## config.mk

```make
export PLATFORM = sky130hd
export DESIGN_NAME = vl_seq
export DESIGN_NICKNAME = d
export VERILOG_FILES = /design/src/rtl/vl_seq.sv
export SDC_FILE = /design/constraint.sdc
export NUM_CORES = 1
export LEC_CHECK = 0
export BUFFER_PORTS_ARGS = -buffer_cell sky130_fd_sc_hd__buf_2
export CAP_MARGIN = 40
export CORE_UTILIZATION = 35
export DETAILED_ROUTE_END_ITERATION = 12
export PLACE_DENSITY = 0.57
export SLEW_MARGIN = 10
export SYNTH_ARGS = -nofsm -noshare
export SYNTH_HDL_FRONTEND = slang
export SYNTH_SLANG_ARGS = --single-unit
```

## constraint.sdc

```tcl
create_clock -name clk -period 6 [get_ports clk]
set_clock_uncertainty 0.1 [all_clocks]
set_input_delay 1.2 -clock clk [delete_from_list [all_inputs] [get_ports clk]]
set_output_delay 1.2 -clock clk [all_outputs]
set_load 0.02 [all_outputs]
```

## src/rtl/vl_seq.sv

```systemverilog
module vl_seq #(
  parameter int CNT_W  = 16,
  parameter int ADDR_W = 32,
  parameter int MVL    = 64,
  parameter int NGRP   = 8,
  localparam int VL_W  = $clog2(MVL + 1)
) (
  input  logic              clk,
  input  logic              rst_n,
  input  logic              start,
  input  logic [CNT_W-1:0]  n_elems,
  input  logic [ADDR_W-1:0] x_base,
  input  logic [ADDR_W-1:0] y_base,
  input  logic [1:0]        esel,
  input  logic [NGRP-1:0]   grp_mask,
  output logic              chunk_valid,
  input  logic              chunk_ready,
  output logic [VL_W-1:0]   chunk_vl,
  output logic [ADDR_W-1:0] chunk_xaddr,
  output logic [ADDR_W-1:0] chunk_yaddr,
  output logic [VL_W-1:0]   last_vl,
  output logic [NGRP-1:0]   grp_en,
  output logic              busy,
  output logic              done
);

  typedef enum logic [1:0] {S_IDLE, S_CFG, S_RUN, S_FIN} st_t;

  st_t               st_q;
  logic [CNT_W-1:0]  rem_q;
  logic [ADDR_W-1:0] xp_q, yp_q;
  logic [1:0]        es_q;
  logic [NGRP-1:0]   msk_q;

  logic              take;
  logic              last;
  logic [VL_W-1:0]   vl_w;
  logic [ADDR_W-1:0] step_w;

  assign vl_w   = (rem_q >= CNT_W'(MVL)) ? VL_W'(MVL) : rem_q[VL_W-1:0];
  assign step_w = ADDR_W'(vl_w) << es_q;
  assign take   = chunk_valid && chunk_ready;
  assign last   = (rem_q == CNT_W'(vl_w));

  assign chunk_valid = (st_q == S_RUN);
  assign chunk_vl    = vl_w;
  assign chunk_xaddr = xp_q;
  assign chunk_yaddr = yp_q;
  assign busy        = (st_q != S_IDLE);
  assign done        = (st_q == S_FIN);

  always_ff @(posedge clk or negedge rst_n) begin
    if (!rst_n) begin
      st_q    <= S_IDLE;
      rem_q   <= '0;
      xp_q    <= '0;
      yp_q    <= '0;
      es_q    <= '0;
      msk_q   <= '0;
      grp_en  <= '0;
      last_vl <= '0;
    end else begin
      case (st_q)
        S_IDLE: if (start) begin
          rem_q  <= n_elems;
          xp_q   <= x_base;
          yp_q   <= y_base;
          es_q   <= esel;
          msk_q  <= grp_mask;
          grp_en <= '0;
          st_q   <= S_CFG;
        end
        S_CFG: begin
          grp_en <= msk_q;
          st_q   <= (rem_q == '0) ? S_FIN : S_RUN;
        end
        S_RUN: if (take) begin
          rem_q   <= rem_q - CNT_W'(vl_w);
          xp_q    <= xp_q + step_w;
          yp_q    <= yp_q + step_w;
          last_vl <= vl_w;
          if (last) st_q <= S_FIN;
        end
        default: st_q <= S_IDLE;
      endcase
    end
  end

endmodule

```

# Word level (Yosys, flattened, before mapping)
# Cells that the tools add are included.
[word_totals] reg_bits=107 input_bits=94 elab_cells=48
[classes] add_sub_neg=3 n_lt_le_gt_ge=1 eq_ne=7 shifts=1 n_mux=17 reduce_logical=11
[ops] cell="two-way mux 32 bit" count=4
[ops] cell="case mux 32 bit (2 select lines)" count=2
[ops] cell="adder 32 bit" count=2
[ops] cell="two-way mux 16 bit" count=2
[ops] cell="case mux 16 bit (2 select lines)" count=1
[ops] cell="<< shifter 7 x 2 -> 32 bit" count=1
[ops] cell="== test 16 x 7 -> 1 bit" count=1
[ops] cell="greater-or-equal comparator 16 x 7 -> 1 bit (second input constant)" count=1
[ops] cell="zero test 16 bit" count=1
[ops] cell="case mux 8 bit (2 select lines)" count=1
[ops] cell="subtractor 16 x 7 -> 16 bit" count=1
[ops] cell="two-way mux 8 bit" count=1
[ops] cell="two-way mux 7 bit" count=1
[ops] cell="two-way mux 2 bit" count=3
[ops] cell="case mux 2 bit (3 select lines)" count=1
[ops] cell="AND reduction 2 bit" count=3
[ops] cell="AND reduction 3 bit" count=2
[ops] cell="nonzero test 2 bit" count=3
[ops] cell="== test 2 bit (second input constant)" count=2
[ops] cell="!= test 2 x 1 -> 1 bit (second input constant)" count=2
[ops] cell="== test 2 x 1 -> 1 bit (second input constant)" count=1
[ops] cell="zero test 2 bit" count=1
[ops] cell="!= test 2 bit (second input constant)" count=1
[ops] cell="logical AND 1 bit" count=1
[ops] cell="two-way mux 1 bit" count=1

# Logic depth before layout (Yosys ltp)
[logic_depth] depth_word=6 mapped_depth=17 mapped_depth_nobuf=15

# Worst setup path after synthesis
# OpenSTA, ideal clock, no wires.
[synth_path] kind="reg-to-reg" start="register rem_q[10]" end="register yp_q[30] (netlist: chunk_yaddr[30])" setup_ns=0.126 t_arrival_ns=3.898 required_ns=5.774 slack_ns=1.876 path_stages_with_launch=15 synth_period_minus_slack_ns=4.124 path_cell_list="dfrtp_1 -> nor4_4 -> nand2_1 -> nor3_1 -> inv_1 -> clkbuf_1 -> nor2b_1 -> ha_1 -> a21o_1 -> or2_2 -> a2111oi_4 -> o21ai_2 -> buf_2 -> a41o_1 -> a221o_1"
[synth_between] elab_chain_cells=6
[synth_lines] item="start: declaration" line_no="30" source="logic [CNT_W-1:0] rem_q;"
[synth_lines] item="start signal: assignment" line_no="65" source="rem_q <= n_elems;"
[synth_lines] item="start signal: assignment" line_no="78" source="rem_q <= rem_q - CNT_W'(vl_w);"
[synth_lines] item="greater-or-equal comparator 16 x 7 -> 1 bit" line_no="40" source="assign vl_w = (rem_q >= CNT_W'(MVL)) ? VL_W'(MVL) : rem_q[VL_W-1:0];"
[synth_lines] item="two-way mux 7 bit" line_no="40"
[synth_lines] item="net chunk_vl[6]" line_no="18" source="output logic [VL_W-1:0] chunk_vl,"
[synth_lines] item="<< shifter 7 x 2 -> 32 bit" line_no="41" source="assign step_w = ADDR_W'(vl_w) << es_q;"
[synth_lines] item="adder 32 bit" line_no="80" source="yp_q <= yp_q + step_w;"
[synth_lines] item="two-way mux 32 bit" line_no="77" source="S_RUN: if (take) begin"
[synth_lines] item="case mux 32 bit (2 select lines)" line_no="63" source="case (st_q)"
[synth_lines] item="end signal: assignment" line_no="67" source="yp_q <= y_base;"
[synth_lines] item="end signal: assignment" line_no="80"
[synth_lines] item="end: declaration" line_no="31" source="logic [ADDR_W-1:0] xp_q, yp_q;"
# The timed path passes the listed nets, and every way through them passes these cells. The select of a mux whose other input is x is not followed.
# A chain may end at the register's enable or synchronous reset.

# Worst setup path in the final report
[layout_path] start="register rem_q[10]" end="register yp_q[25] (netlist: chunk_yaddr[25])"
[layout_between] elab_chain_cells=6
[layout_lines] item="greater-or-equal comparator 16 x 7 -> 1 bit" line_no="40"
[layout_lines] item="two-way mux 7 bit" line_no="40"
[layout_lines] item="<< shifter 7 x 2 -> 32 bit" line_no="41"
[layout_lines] item="adder 32 bit" line_no="80"
[layout_lines] item="two-way mux 32 bit" line_no="77"
[layout_lines] item="case mux 32 bit (2 select lines)" line_no="63"
# No other way between the ends. The select of a mux whose other input is x is not followed.

==> metrics.md <==
| Metric | Value |
|---|---|
| Delay of the slowest cell on the worst path | `between 0.6 and 0.7 ns` |
| Vias after detailed routing | `~6800` |
| Total clock buffers created by CTS | `9` |
| Count of yosys warnings during synthesis | `0` |
| Final setup violation count | `0` |
| Primary flip-flop cell chosen by synthesis mapping | `dfrtp_1` |
| Commonest cells in the synthesized netlist | `nand2_1 (113), dfrtp_1 (107), o21ai_0 (57), a21oi_1 (53), clkbuf_1 (45)` |
| Synthesis-to-finish area growth | `21.0%` |
| Yosys cell types | `~70` |
| CTS clk-pin slew, worst paths | `roughly 0.08 ns` |
| Power dissipated by switching net loads | `approximately 2.4 mW` |
| Max-Slew Margin vs Limit | `0.503` |
| Layout cells sized above 1 | `0.258` |
| Final routed wirelength across all metal layers | `22500 µm` |
| Count of input and output buffers | `between 150 and 200` |
| Capture point of the worst reg-to-reg path | `chunk_yaddr[25]$_DFFE_PN0P_` |
| Cell area after layout | `roughly 8600 µm²` |
| Worst hold path type | `flop to flop` |
| Post-synth EDFFs | `0` |
| Crit end category | `flop` |
| Clock latency on the worst-skew pair | `roughly 0.37 ns` |
| Worst hold start | `msk_q[0]$_DFFE_PN0P_` |
| Die outline width | `about 140 µm` |
| Detailed-router iteration count before antenna repair | `5` |
| Number of antenna-violating nets in the routed design | `0` |
| Top-count cell post-synth | `nand2_1` |
| Cell at the slowest stage of the critical path | `nor3b_2` |
| Post-CTS Hold Fix Bufs | `0` |
| Number of resized instances in the post-cts repair step | `0` |
| Vias in the first global route | `around 6400` |
| Post-detail-place hpwl | `around 16000 µm` |
| Footprint of the flip-flops and latches | `about 2700 µm²` |
| Netlist area before placement | `around 7100 µm²` |
| Average footprint of a synthesized cell | `just under 9 µm²` |
| Die span in y | `145 µm` |
| Number of endpoints with negative hold slack in the final report | `0` |
| Number of buffers on the longest clock path | `2` |
| Worst VDD drop | `roughly 330 µV` |
| Cell count after synthesis | `815` |
| Antenna violations before repair | `2` |
| Placer congestion estimate | `0.884` |
| Number of buffers inserted to repair setup after CTS | `0` |
| Net count reported at finish | `~1100` |
| Max-Cap Viols | `0` |
| TritonCTS clock tree | `built` |
| Post-synthesis sequential area ratio | `0.375` |
| Total power density per cell area | `approximately 560 nW/µm²` |
| Area leader, netlist | `dfrtp_1` |
| Required time at the worst-slack endpoint | `6.16 ns` |
| Post-detailed-route via-to-cell ratio | `approximately 5.5` |
| Core ar. | `19700 µm²` |
| H-tree depth | `3` |
| Number of cell instances on the worst register-to-register path | `15` |
| Worst-margin pin slew | `around 0.74 ns` |
| Flop pwr share | `0.302` |
| Number of primary I/O pins | `around 180` |
| Leakage power | `between 3 and 4 nW` |
| Number of DRC violations after detailed-routing iteration 0 | `430` |
| Area taken by multi-input logic gates | `4210 µm²` |
| Endpoint, Worst Hold | `grp_en[0]$_DFFE_PN0P_` |
| Startpoint-to-endpoint class of the critical path | `flop to flop` |
| Internal power | `2.43 mW` |
| Wire length per cell | `roughly 18 µm` |
| Share of total power consumed by net switching | `0.501` |
| Initial Utilization | `0.362` |
| Top post-synthesis cells by area | `dfrtp_1 (38%), nand2_1 (5.9%), ha_1 (4.4%), o21ai_0 (4.0%), a21oi_1 (3.7%)` |
| Total nets after synthesis | `around 930` |
| Die ar. | `~21000 µm²` |
| CP startpoint kind | `flop` |
| Worst EP arrival | `4.70 ns` |
| Status | `finished clean` |
| DRC violation count after routing | `0` |
| Seq cells post-synth | `107` |
| Clock net sink count | `between 100 and 150` |
| Number of rows in the core area | `just over 50` |
| Ordered cell list for the critical path | `nor4_4, nand2_1, nor3_1, buf_4, and2_1, nand2_1, o21ai_0, ha_1, a21o_1, a21oi_1, a21boi_0, nor3b_2, nand3_1, a21o_1, a211o_1` |
| Area fraction of the dominant cell type after synthesis | `0.375` |
| FMAX | `220 MHz` |
| Post-route setup TNS | `0 ns` |
| Largest fanout on the critical path | `16` |
| Filler Cell Count | `1975` |
| Clock group share of total power | `0.133` |
| Residual overflow from global routing | `0` |
| Unrepaired setup endpoints after global routing | `no` |
| Number of pins with negative max-slew slack in the final report | `0` |
| Final period util | `0.756` |
| Pin count of the biggest net entering global routing | `56` |
| Flop-to-flop setup slack | `~1.5 ns` |
| Reg2Reg Launch Point | `rem_q[10]$_DFFE_PN0P_` |
| Relative contribution of combinational cells to total power | `0.565` |
| Final critical path time including I/O delays and setup | `approximately 4.5 ns` |
| Clock root buffer | `clkbuf_16` |
| Total placed instance area | `between 8000 and 9000 µm²` |
| Wire length of the first global-routing pass | `~35000 µm` |
| Global-route usage over all layers | `0.221` |
| Share of flip-flops with an asynchronous set or reset | `1.00` |
| Min-Delay Path Depth | `1` |
| Total design power | `just under 5 mW` |
-- registers in the layout, indices dropped and copies added (netlist names) --
register,flops
grp_en,8
chunk_yaddr,32
msk_q,8
chunk_xaddr,32
st_q,2
rem_q,16
last_vl,7
es_q,2
-- per-stage QoR --
stage | hold WS, ns | util | std cells | worst slack, ns
after CTS | 0.394 | 0.438 | 1233 | 1.48
after global placement | 0.365 | 0.418 | 1213 | 1.53
after detailed placement | 0.378 | 0.422 | 1217 | 1.51
after floorplan | 0.361 | - | 815 | 1.88
final | 0.389 | 0.438 | 1234 | 1.46
after global routing | 0.413 | 0.438 | 1234 | 1.12
-- cell type report --
cell class,count,share of cell area
diodes,1,0.000290
clock buffers,9,0.0261
clock inverters,7,0.0109
inverters,14,0.00608
multi-input cells,637,0.488
flip-flops and latches,107,0.310
well taps,265,0.0384
repair buffers,194,0.121
-- power by group through the flow --
stage / Sequential (mW) / Combinational [mW] / Clock [mW]
2_1_floorplan: 1.60 / 1.77 / 0
3_3_place_gp: 1.48 / 2.72 / 0
3_5_place_dp: 1.48 / 2.76 / 0
4_1_cts: 1.47 / 2.77 / 0.665
5_1_grt: 1.53 / 3.06 / 0.693
6_report: 1.47 / 2.75 / 0.646
-- cell usage in the layout (no fill, tap or decap), types with 10 or more instances in the layout --
cell and count:
o211ai_1 14, a22oi_1 20, a21oi_1 53, o21ai_0 57
mux2_2 16, mux2i_1 21, a32oi_1 13, and3_1 16
and2_1 15, a21o_1 12, nand4_1 12, nand3_1 32
dfrtp_1 107, buf_2 181, inv_1 14, buf_4 10
nor2_1 37, nor3_1 19, a31oi_1 11, nand2_1 112
a22o_1 10, ha_1 24, xor2_1 14
-- worst max path at each step --
stage | startpoint | endpoint | slack (ns) | depth (start not counted)
floorplan | rem_q[10]$_DFFE_PN0P_ | chunk_yaddr[30]$_DFFE_PN0P_ | 1.88 | 14
global placement | rem_q[10]$_DFFE_PN0P_ | chunk_xaddr[24]$_DFFE_PN0P_ | 1.53 | 13
detailed placement | rem_q[10]$_DFFE_PN0P_ | chunk_yaddr[25]$_DFFE_PN0P_ | 1.51 | 15
CTS | rem_q[10]$_DFFE_PN0P_ | chunk_yaddr[25]$_DFFE_PN0P_ | 1.48 | 15
global route | rem_q[10]$_DFFE_PN0P_ | chunk_yaddr[25]$_DFFE_PN0P_ | 1.12 | 15
finish | rem_q[10]$_DFFE_PN0P_ | chunk_yaddr[25]$_DFFE_PN0P_ | 1.46 | 15
-- worst max-delay path, delay by kind of cell, from the launching register on --
kind            cells  cell delay, ns
buf+inv             1            0.25
fa+ha+maj           1            0.35
simple gates        7            1.97
flops               1            0.46
compound gates      6            1.30
-- metal layers --
| metal | GRT usage | vias up | part of all wire |
|---|---|---|---|
| met5 | 0 | - | 0.00053 |
| met4 | 0.0582 | 2 | 0.011 |
| met3 | 0.0415 | 17 | 0.050 |
| met2 | 0.362 | 175 | 0.47 |
| met1 | 0.297 | 3286 | 0.46 |
| li1 | - | 3352 | - |
-- cells by family after synthesis --
| logic type | after synthesis | share of synthesized area |
|---|---|---|
| buffers and inverters | 71 | 0.0394 |
| other | 1 | 0.000525 |
| XOR/XNOR | 23 | 0.0282 |
| flip-flops | 107 | 0.375 |
| adder cells (fa/ha/maj) | 27 | 0.0466 |
| multiplexers | 39 | 0.0610 |
| AO/OA/AOI/OAI | 265 | 0.255 |
| AND/OR/NAND/NOR | 282 | 0.195 |
Note: power is estimated with default switching activity, not from simulation.
